[src/rtl/t1oh_pkg.sv]
`timescale 1ns/1ps
package t1oh_pkg;
  localparam int unsigned MAX_MF     = 24;
  localparam int unsigned D4_LEN     = 12;
  localparam int unsigned MF_W       = $clog2(MAX_MF);
  localparam int unsigned SIG_PERIOD = 12;
  localparam int unsigned SIG_A_IDX  = 5;
  localparam int unsigned SIG_B_IDX  = 11;
  // bit k = k-th element of the sequence
  localparam logic [5:0] FS_SEQ  = 6'b011100;
  localparam logic [5:0] FPS_SEQ = 6'b110100;

  function automatic logic oh_expected(input logic esf, input int unsigned fidx);
    logic [2:0]  k;
    int unsigned f;
    if (esf) begin
      k = 3'(fidx / 4);
      return (fidx % 4 == 3) ? FPS_SEQ[k] : 1'b0;
    end
    f = fidx % D4_LEN;
    k = 3'(f / 2);
    return (f % 2 == 0) ? ~k[0] : FS_SEQ[k];
  endfunction

  // Oldest frame in the high bit, last frame of the multiframe in bit 0.
  function automatic logic [MAX_MF-1:0] mf_window(input logic esf);
    logic [MAX_MF-1:0] w;
    logic [MF_W-1:0]   pos;
    int unsigned       len;
    w   = '0;
    len = esf ? MAX_MF : D4_LEN;
    for (int unsigned i = 0; i < MAX_MF; i++) begin
      if (i < len) begin
        pos    = MF_W'(len - 1 - i);
        w[pos] = oh_expected(esf, i);
      end
    end
    return w;
  endfunction
endpackage

[src/rtl/t1oh_counter.sv]
`timescale 1ns/1ps
module t1oh_counter
  import t1oh_pkg::*;
#(
  parameter int unsigned FRAME_BITS = 193,
  localparam int unsigned BW = $clog2(FRAME_BITS),
  localparam int unsigned FW = $clog2(MAX_MF)
) (
  input  logic          clk,
  input  logic          rst_n,
  input  logic          esf_mode,
  input  logic          load,
  output logic [BW-1:0] bit_cnt,
  output logic [FW-1:0] frame_cnt
);
  logic [BW-1:0] bit_q;
  logic [FW-1:0] frame_q;
  logic [FW-1:0] last_frame;

  assign last_frame = esf_mode ? FW'(MAX_MF - 1) : FW'(D4_LEN - 1);

  always_ff @(posedge clk) begin
    if (!rst_n || load) begin
      bit_q   <= '0;
      frame_q <= '0;
    end else if (bit_q == BW'(FRAME_BITS - 1)) begin
      bit_q   <= '0;
      frame_q <= (frame_q >= last_frame) ? '0 : frame_q + 1'b1;
    end else begin
      bit_q <= bit_q + 1'b1;
    end
  end

  assign bit_cnt   = bit_q;
  assign frame_cnt = frame_q;
endmodule

[src/rtl/t1oh_marker.sv]
`timescale 1ns/1ps
module t1oh_marker
  import t1oh_pkg::*;
#(
  parameter int unsigned FRAME_BITS = 193,
  localparam int unsigned BW = $clog2(FRAME_BITS),
  localparam int unsigned FW = $clog2(MAX_MF)
) (
  input  logic          esf_mode,
  input  logic [BW-1:0] bit_cnt,
  input  logic [FW-1:0] frame_cnt,
  output logic          oh_bit,
  output logic          oh_slot,
  output logic          mf_start,
  output logic          sig_a_frame,
  output logic          sig_b_frame
);
  logic [FW-1:0] fmod;

  assign oh_slot  = (bit_cnt == '0);
  assign oh_bit   = oh_slot & oh_expected(esf_mode, 32'(frame_cnt));
  assign mf_start = oh_slot & (frame_cnt == '0);

  assign fmod = (frame_cnt >= FW'(SIG_PERIOD)) ? frame_cnt - FW'(SIG_PERIOD) : frame_cnt;
  assign sig_a_frame = (fmod == FW'(SIG_A_IDX));
  assign sig_b_frame = (fmod == FW'(SIG_B_IDX));
endmodule

[src/rtl/t1oh_align.sv]
`timescale 1ns/1ps
module t1oh_align
  import t1oh_pkg::*;
#(
  localparam int unsigned CW = $clog2(MAX_MF + 1)
) (
  input  logic clk,
  input  logic rst_n,
  input  logic esf_mode,
  input  logic ext_mf_rst,
  input  logic sw_sync_req,
  input  logic rx_oh_valid,
  input  logic rx_oh_bit,
  output logic align,
  output logic sync_busy
);
  logic              busy_q;
  logic [MAX_MF-2:0] win_q;
  logic [MAX_MF-1:0] win_nx, want, mask;
  logic [CW-1:0]     seen_q, need;
  logic              hit;

  assign win_nx = {win_q, rx_oh_bit};
  assign want   = mf_window(esf_mode);
  assign mask   = esf_mode ? '1 : {{(MAX_MF - D4_LEN){1'b0}}, {D4_LEN{1'b1}}};
  assign need   = esf_mode ? CW'(MAX_MF - 1) : CW'(D4_LEN - 1);
  assign hit    = (((win_nx ^ want) & mask) == '0);
  assign align  = busy_q & rx_oh_valid & ~ext_mf_rst & ~sw_sync_req & (seen_q >= need) & hit;

  always_ff @(posedge clk) begin
    if (!rst_n) begin
      busy_q <= 1'b0;
      win_q  <= '0;
      seen_q <= '0;
    end else begin
      if (rx_oh_valid) win_q <= win_nx[MAX_MF-2:0];
      if (ext_mf_rst) begin
        busy_q <= 1'b0;
        seen_q <= '0;
      end else if (sw_sync_req) begin
        busy_q <= 1'b1;
        seen_q <= '0;
      end else begin
        if (align) busy_q <= 1'b0;
        if (busy_q && rx_oh_valid && seen_q < CW'(MAX_MF)) seen_q <= seen_q + 1'b1;
      end
    end
  end

  assign sync_busy = busy_q;
endmodule

[src/rtl/t1_ohgen.sv]
`timescale 1ns/1ps
module t1_ohgen
  import t1oh_pkg::*;
#(
  parameter int unsigned FRAME_BITS = 193,
  localparam int unsigned BW = $clog2(FRAME_BITS),
  localparam int unsigned FW = $clog2(MAX_MF)
) (
  input  logic          clk,
  input  logic          rst_n,
  input  logic          esf_mode,
  input  logic          ext_mf_rst,
  input  logic          sw_sync_req,
  input  logic          rx_oh_valid,
  input  logic          rx_oh_bit,
  output logic          oh_bit,
  output logic          oh_slot,
  output logic [BW-1:0] bit_cnt,
  output logic [FW-1:0] frame_cnt,
  output logic          mf_start,
  output logic          sig_a_frame,
  output logic          sig_b_frame,
  output logic          sync_busy
);
  logic align;

  t1oh_align u_align (
    .clk(clk), .rst_n(rst_n), .esf_mode(esf_mode), .ext_mf_rst(ext_mf_rst),
    .sw_sync_req(sw_sync_req), .rx_oh_valid(rx_oh_valid), .rx_oh_bit(rx_oh_bit),
    .align(align), .sync_busy(sync_busy)
  );

  t1oh_counter #(.FRAME_BITS(FRAME_BITS)) u_counter (
    .clk(clk), .rst_n(rst_n), .esf_mode(esf_mode), .load(ext_mf_rst | align),
    .bit_cnt(bit_cnt), .frame_cnt(frame_cnt)
  );

  t1oh_marker #(.FRAME_BITS(FRAME_BITS)) u_marker (
    .esf_mode(esf_mode), .bit_cnt(bit_cnt), .frame_cnt(frame_cnt),
    .oh_bit(oh_bit), .oh_slot(oh_slot), .mf_start(mf_start),
    .sig_a_frame(sig_a_frame), .sig_b_frame(sig_b_frame)
  );
endmodule

[config.mk]
export PLATFORM = sky130hd
export DESIGN_NAME = t1_ohgen
export DESIGN_NICKNAME = d
export VERILOG_FILES = /design/src/rtl/t1oh_pkg.sv /design/src/rtl/t1oh_counter.sv /design/src/rtl/t1oh_marker.sv /design/src/rtl/t1oh_align.sv /design/src/rtl/t1_ohgen.sv
export SDC_FILE = /design/constraint.sdc
export NUM_CORES = 1
export LEC_CHECK = 0
export BUFFER_PORTS_ARGS = -buffer_cell sky130_fd_sc_hd__buf_2
export CAP_MARGIN = 25
export CELL_PAD_IN_SITES_DETAIL_PLACEMENT = 2
export CELL_PAD_IN_SITES_GLOBAL_PLACEMENT = 2
export CORE_MARGIN = 3
export CORE_UTILIZATION = 38
export CTS_BUF_LIST = sky130_fd_sc_hd__clkbuf_8
export DETAILED_ROUTE_END_ITERATION = 10
export GPL_TIMING_DRIVEN = 0
export PLACE_DENSITY = 0.91
export SYNTH_ARGS = -nofsm -noshare
export SYNTH_HDL_FRONTEND = slang
export SYNTH_HIERARCHICAL = 1
export SYNTH_SLANG_ARGS = --single-unit
[constraint.sdc]
create_clock -name clk -period 2.6 [get_ports clk]
set_clock_uncertainty 0.2 [all_clocks]
set_input_delay 0.13 -clock clk [delete_from_list [all_inputs] [get_ports clk]]
set_output_delay 0.13 -clock clk [all_outputs]
set_load 0.01 [all_outputs]
Word level (Yosys, flattened, before mapping)
Memories as Yosys holds them, arrays and structs flattened. A register that Yosys moved wholly into a read port is not among the register bits.
Index checks and enable logic that the tools add are counted.
- output and inout bits: 19
- memories kept: 2
- word-level logic and storage cells: 354
- memory bits (read-only): 16
- input port bits: 7
- flip-flop bits (word level): 42
- div/mod/pow operators: 1
- eq/ne operators: 4
- reductions and logical operators: 36
- magnitude comparators: 78
- bitwise operators: 15
- muxes and demuxes: 185
- add/sub/neg operators: 28
- memories (name ; words ; bits a word ; rd ports ; clocked after Yosys merged registers in ; wr ports ; RTL line ; RTL):
    (no name shown) ; 8 ; 1 ; 1 ; 1 ; 0 ; t1oh_pkg.sv:18 ; return (fidx % 4 == 3) ? FPS_SEQ[k] : 1'b0;
    (no name shown) ; 8 ; 1 ; 1 ; 0 ; 0 ; t1oh_pkg.sv:22 ; return (f % 2 == 0) ? ~k[0] : FS_SEQ[k];
- operator list (operator ; count):
    24-bit two-way mux ; 25
    24-bit bitwise mux ; 23
    4-bit by 32-bit less-than comparator with 1-bit output (first input constant) ; 8
    5-bit by 32-bit less-than comparator with 1-bit output (first input constant) ; 8
    5-bit by 6-bit less-than comparator with 1-bit output (second input constant) ; 24
    3-bit by 32-bit less-than comparator with 1-bit output (first input constant) ; 4
    1-bit demux with 5-bit select ; 24
    5-bit by 1-bit greater-or-equal comparator with 1-bit output (second input constant) ; 24
    1-bit two-way mux ; 107
    1-bit by 32-bit less-than comparator with 1-bit output (first input constant) ; 2
    2-bit by 32-bit less-than comparator with 1-bit output (first input constant) ; 2
    24-bit AND ; 2
    5-bit by 4-bit subtractor with 5-bit output (second input constant) ; 9
    5-bit subtractor (second input constant) ; 8
    32-bit logical NOT ; 1
    5-bit by 4-bit remainder unit with 32-bit output (second input constant) ; 1
    1-bit logical AND ; 26
    24-bit logical NOT ; 1
    24-bit bitwise XOR ; 1
    5-bit two-way mux ; 4
    5-bit by 3-bit subtractor with 5-bit output (second input constant) ; 4
    5-bit by 1-bit adder with 5-bit output (second input constant) ; 2
    5-bit greater-or-equal comparator ; 2
    5-bit by 1-bit subtractor with 5-bit output (second input constant) ; 2
    20 further kinds ; 33

Logic depth before layout (Yosys ltp)
- word-level depth: 61
- depth in mapped cells: 10
- mapped depth without buffers: 10

Cells and area by module
Netlist, hierarchy kept.
- by module, submodules not included (module ; cells each ; area an instance (µm²) ; times used ; sequential area each (µm²)):
    t1oh_align ; 125 ; 1305.0 ; 1 ; 580.6
    t1oh_counter ; 76 ; 693.2 ; 1 ; 260.2
    t1oh_marker ; 37 ; 265.3 ; 1 ; 0.0
    t1_ohgen ; 1 ; 6.3 ; 1 ; 0.0

Least setup slack after synthesis
OpenSTA, ideal clock, no wires.
- path kind: reg2reg
- from: register u_align.win_q[10]
- to: register u_counter.bit_q[2], in the netlist u_counter/bit_cnt[2]
- data arrival time: 1877 ps
- buffers on the path: 0
- period minus slack after synthesis: 2208 ps
- setup time: 131 ps
- setup slack: 392 ps
- cell stages (with the launch flop): 9
- required time: 2269 ps
- cells stage by stage: dfxtp_1 -> nor4b_2 -> o22ai_1 -> or4_1 -> nor2_1 -> or2_1 -> nand2b_1 -> o21bai_1 -> nor2_1
- longest elaborated chain between the ends: 7
- ends and longest elaborated chain (item ; RTL line ; RTL):
    start, declared ; t1oh_align.sv:18 ; logic [MAX_MF-2:0] win_q;
    start signal, assigned ; t1oh_align.sv:36 ; if (rx_oh_valid) win_q <= win_nx[MAX_MF-2:0];
    24-bit bitwise XOR ; t1oh_align.sv:27 ; assign hit = (((win_nx ^ want) & mask) == '0);
    24-bit AND ; t1oh_align.sv:27 ;
    24-bit logical NOT ; t1oh_align.sv:27 ;
    1-bit AND ; t1oh_align.sv:28 ; assign align = busy_q & rx_oh_valid & ~ext_mf_rst & ~sw_sync_req & (seen_q >= need) & hit;
    net align ; t1_ohgen.sv:25 ; logic align;
    1-bit OR ; t1_ohgen.sv:34 ; .clk(clk), .rst_n(rst_n), .esf_mode(esf_mode), .load(ext_mf_rst | align),
    1-bit logical OR ; t1oh_counter.sv:23 ; if (!rst_n || load) begin
    2-bit OR reduction (no line) ; n/a ;
    end signal, assigned ; t1oh_counter.sv:30 ; bit_q <= bit_q + 1'b1;
    end, declared ; t1oh_counter.sv:16 ; logic [BW-1:0] bit_q;
The timed path passes the listed nets, and every way through them passes these cells.
A chain may end at the register's enable or synchronous reset.

Worst setup path in the final report
- from: input port rx_oh_bit
- to: register u_counter.bit_q[2], in the netlist u_counter/bit_cnt[2]
- longest elaborated chain between the ends: 7
- ends and longest elaborated chain (item ; RTL line ; RTL):
    start, declared ; t1_ohgen.sv:15 ; input logic rx_oh_bit,
    24-bit bitwise XOR ; t1oh_align.sv:27 ;
    24-bit AND ; t1oh_align.sv:27 ;
    24-bit logical NOT ; t1oh_align.sv:27 ;
    1-bit AND ; t1oh_align.sv:28 ;
    net align ; t1_ohgen.sv:25 ;
    1-bit OR ; t1_ohgen.sv:34 ;
    1-bit logical OR ; t1oh_counter.sv:23 ;
    2-bit OR reduction (no line) ; n/a ;
The timed path passes the listed nets, and every way through them passes these cells.

==> results.ini <==
[floorplanning]
rows=27
die_area_um2=6936
io_pins=26
coreArea_um2=5642
start_util_pct=40.23
dieWidth_um=83.29
floorplan.die.height_um=83.29

[pwr]
p_clk_share_pct=37.3
internal_power_w=0.0009050
ir_drop_mv=0.3273
finalPower_w=0.001201
p_per_area_nw_per_um2=449.1
leakage_nw=1.041
comb_power_share_pct=8.3
switchingPower_w=0.0002964
pwr-share-seq_pct=54.4
p_sw_share_pct=24.67

[synthesis]
syn-num-nets=259
syn_avg_cell_area_um2=9.497
synth_cells=239
ys_seq_area_share_pct=37.05
synthDistinctLibCells=51
synth_top_flop_cell=dfxtp_1
syn-cell-area_um2=2270
synth_edf_count=0
ys.warnings.count=6
yosys_register_bits=42
synth-async-reset-ratio_pct=0

[sta]
final_hold_viol_count=0
max_freq_mhz=393.7
slew_headroom_pct=51.09
finalMaxSlewViolations=0
setup_slack_ns=0.05989
worst_pin_slew_ns=0.7260
min_period_over_period_pct=97.70
fin_crit_ns=2.540
setup_viol=0

[clock_network]
htree_levels=2
cts-root-buf=clkbuf_8
cts_sinks=42
clk_pin_slew_ns=0.08
clkLatencyLatePin_ns=0.30
clk_path_buf_depth=2
cts_tree=yes
cts_buffers=5

[cells_and_area]
multi_input_area_um2=1383
area_growth_pct=17.86
stdcell_count=348
antenna_cells=0
nets=295
final_cell_mix=dfxtp_1 (40), buf_2 (27), mux2i_1 (24), nor2b_1 (23), nor2_1 (15)
num-fill-cells=605
layout_commonest_cell=dfxtp_1
drive_gt1_share_pct=20.65
regArea_um2=843.3
stdcell_area_um2=2675

[placement]
port_buffers=24
gp_congestion=0.7198
place_ws_ns=-0.05577
placed_cell_area_um2=2480
dp_cells=335
detailed_place_hpwl_um=4570

[critical_path]
endpoint_kind=register
crit_top_cell=nor2_1
worstPathRequired_ns=2.58
critPathTopFamily=simple AND/OR/NAND/NOR gates
slowest_stage=or4_1
path_max_fanout=7
max_stage_delay_ns=0.57
arrival_ns=2.52
worstPathCellList=dlygate4sd3_1 > buf_2 > and4bb_2 > o22ai_1 > or4_1 > nor2_1 > or2_1 > nand2b_2 > o21bai_4 > nor2_1
worstSetupPathType=in -> reg
startpoint_type=input pin
path_buf_inv=2

[detailed_routing]
drt.antenna.violating_nets=0
drt-total-wl_um=7064
route.met2.wl_um=3674
wl_per_cell_um=20.30
maxUsedRoutingLayer=met4
drt-met1-wl_um=3008
drcViolationCount=0
routed_via_density=5.744
dr_wl_met3_um=253
drt_pre_antenna_iters=4
initialDrtViolationCount=121
vias=1999

[global_routing]
overflow=0
grt_pass1_wl_um=11660
grt_pass1_vias=2201
grt_max_degree=16
antenna_found_initial=0
grt_use_total_pct=20.74

[min_path]
min-delay-path-class=in -> reg

[run_status]
outcome=finished clean

[run]
drv_cap=0

==> cell type report <==
| class | instances | share of cell area [%] |
|---|---|---|
| Clock buffer | 6 | 3.087 |
| Tap cell | 72 | 3.368 |
| Timing Repair Buffer | 29 | 6.361 |
| Multi-Input combinational cell | 178 | 51.68 |
| Sequential cell | 42 | 31.52 |
| Buffer | 9 | 2.105 |
| Clock inverter | 2 | 0.4677 |
| Inverter | 10 | 1.403 |
==> registers in the layout (all words and copies together), names as in the netlist <==
| name | cells |
|---|---|
| u_align/seen_q | 5 |
| u_align/sync_busy | 1 |
| u_align/win_q | 23 |
| u_counter/bit_cnt | 8 |
| u_counter/frame_cnt | 5 |
==> repair_timing <==
item,4_1_cts,5_1_grt
endpoints found under the setup margin,7,13
hold buffers,6,0
gates resized for setup,3,8
pin swaps,0,0
endpoints found under the hold margin,5,0
buffers inserted,0,0
==> cell usage after synthesis (all sizes together) (2+ instances only) <==
master,n,area [um^2]
a211oi,4,35.03
and2,2,12.51
mux2i,24,240.2
clkbuf,3,11.26
a21oi,8,40.04
xor2,5,43.79
nor2b,23,143.9
o21ai,7,35.03
o31ai,4,30.03
nand3,8,40.04
nand2b,3,18.77
nor4b,5,50.04
or4,6,48.80
nand2,8,30.03
buf,6,45.04
a221oi,5,50.04
or3,4,25.02
nor2,15,56.30
inv,10,37.54
or3b,3,28.78
ha,13,162.7
nor3b,3,22.52
dfxtp,42,840.8
nand3b,2,15.01
and4bb,2,25.02
nor4,6,37.54
o21bai,2,15.01
==> worst register-to-register path, cell delays in order, from the launching register on <==
cell and delay, ns:
dfxtp_1 0.35, nor4_1 0.45, a21oi_1 0.16, or4_1 0.45, nor2_1 0.17, or2_1 0.12, nand2b_2 0.20, o21bai_4 0.21
nor2_1 0.09
==> metal layers <==
layer,global-route usage [%],up-vias
met5,0,-
li1,-,940
met4,5.944,0
met2,38.70,45
met3,2.877,9
met1,24.42,1005
==> per-stage QoR <==
stage	hold slack [ns]	utilization, %	setup TNS, ns
CTS	0.04250	46.82	0
detailed placement	0.2335	43.96	-0.2096
global route	0.07303	47.42	-0.01076
finish	0.05799	47.42	0
floorplan	0.05817	-	0
global placement	0.2186	43.96	0
==> kinds of logic after synthesis <==
family / after synthesis / synth area share (%)
and+or+nand+nor: 96 / 26.41
DFF: 42 / 37.05
AOI/OAI and AO/OA: 39 / 12.35
muxes: 24 / 10.58
buffers and inverters: 19 / 4.135
adders and majority gates: 13 / 7.167
xor gates and xnor gates: 6 / 2.315
==> power groups by stage <==
stage	Sequential (W)	Combinational, W	Clock (W)
2_1_floorplan	0.000667	0.0000570	0
3_3_place_gp	0.000667	0.0000852	0
3_5_place_dp	0.000667	0.0000883	0
4_1_cts	0.000653	0.0000961	0.000460
5_1_grt	0.000654	0.000109	0.000492
6_report	0.000653	0.000100	0.000448
==> worst paths after layout <==
kind                                     endpoint  slack [ns]                       startpoint  cells after the start
setup reg to reg  u_counter/bit_cnt[2]$_SDFF_PP0_        0.09   u_align/win_q[16]$_SDFFE_PN0P_                      8
hold reg to reg   u_counter/bit_cnt[7]$_SDFF_PP0_        0.33  u_counter/bit_cnt[7]$_SDFF_PP0_                      2
hold / removal     u_align/sync_busy$_SDFFE_PP0P_        0.06                       ext_mf_rst                      3
setup / recovery  u_counter/bit_cnt[2]$_SDFF_PP0_        0.06                        rx_oh_bit                     10
No activity file was read; power rests on OpenSTA's default activity.
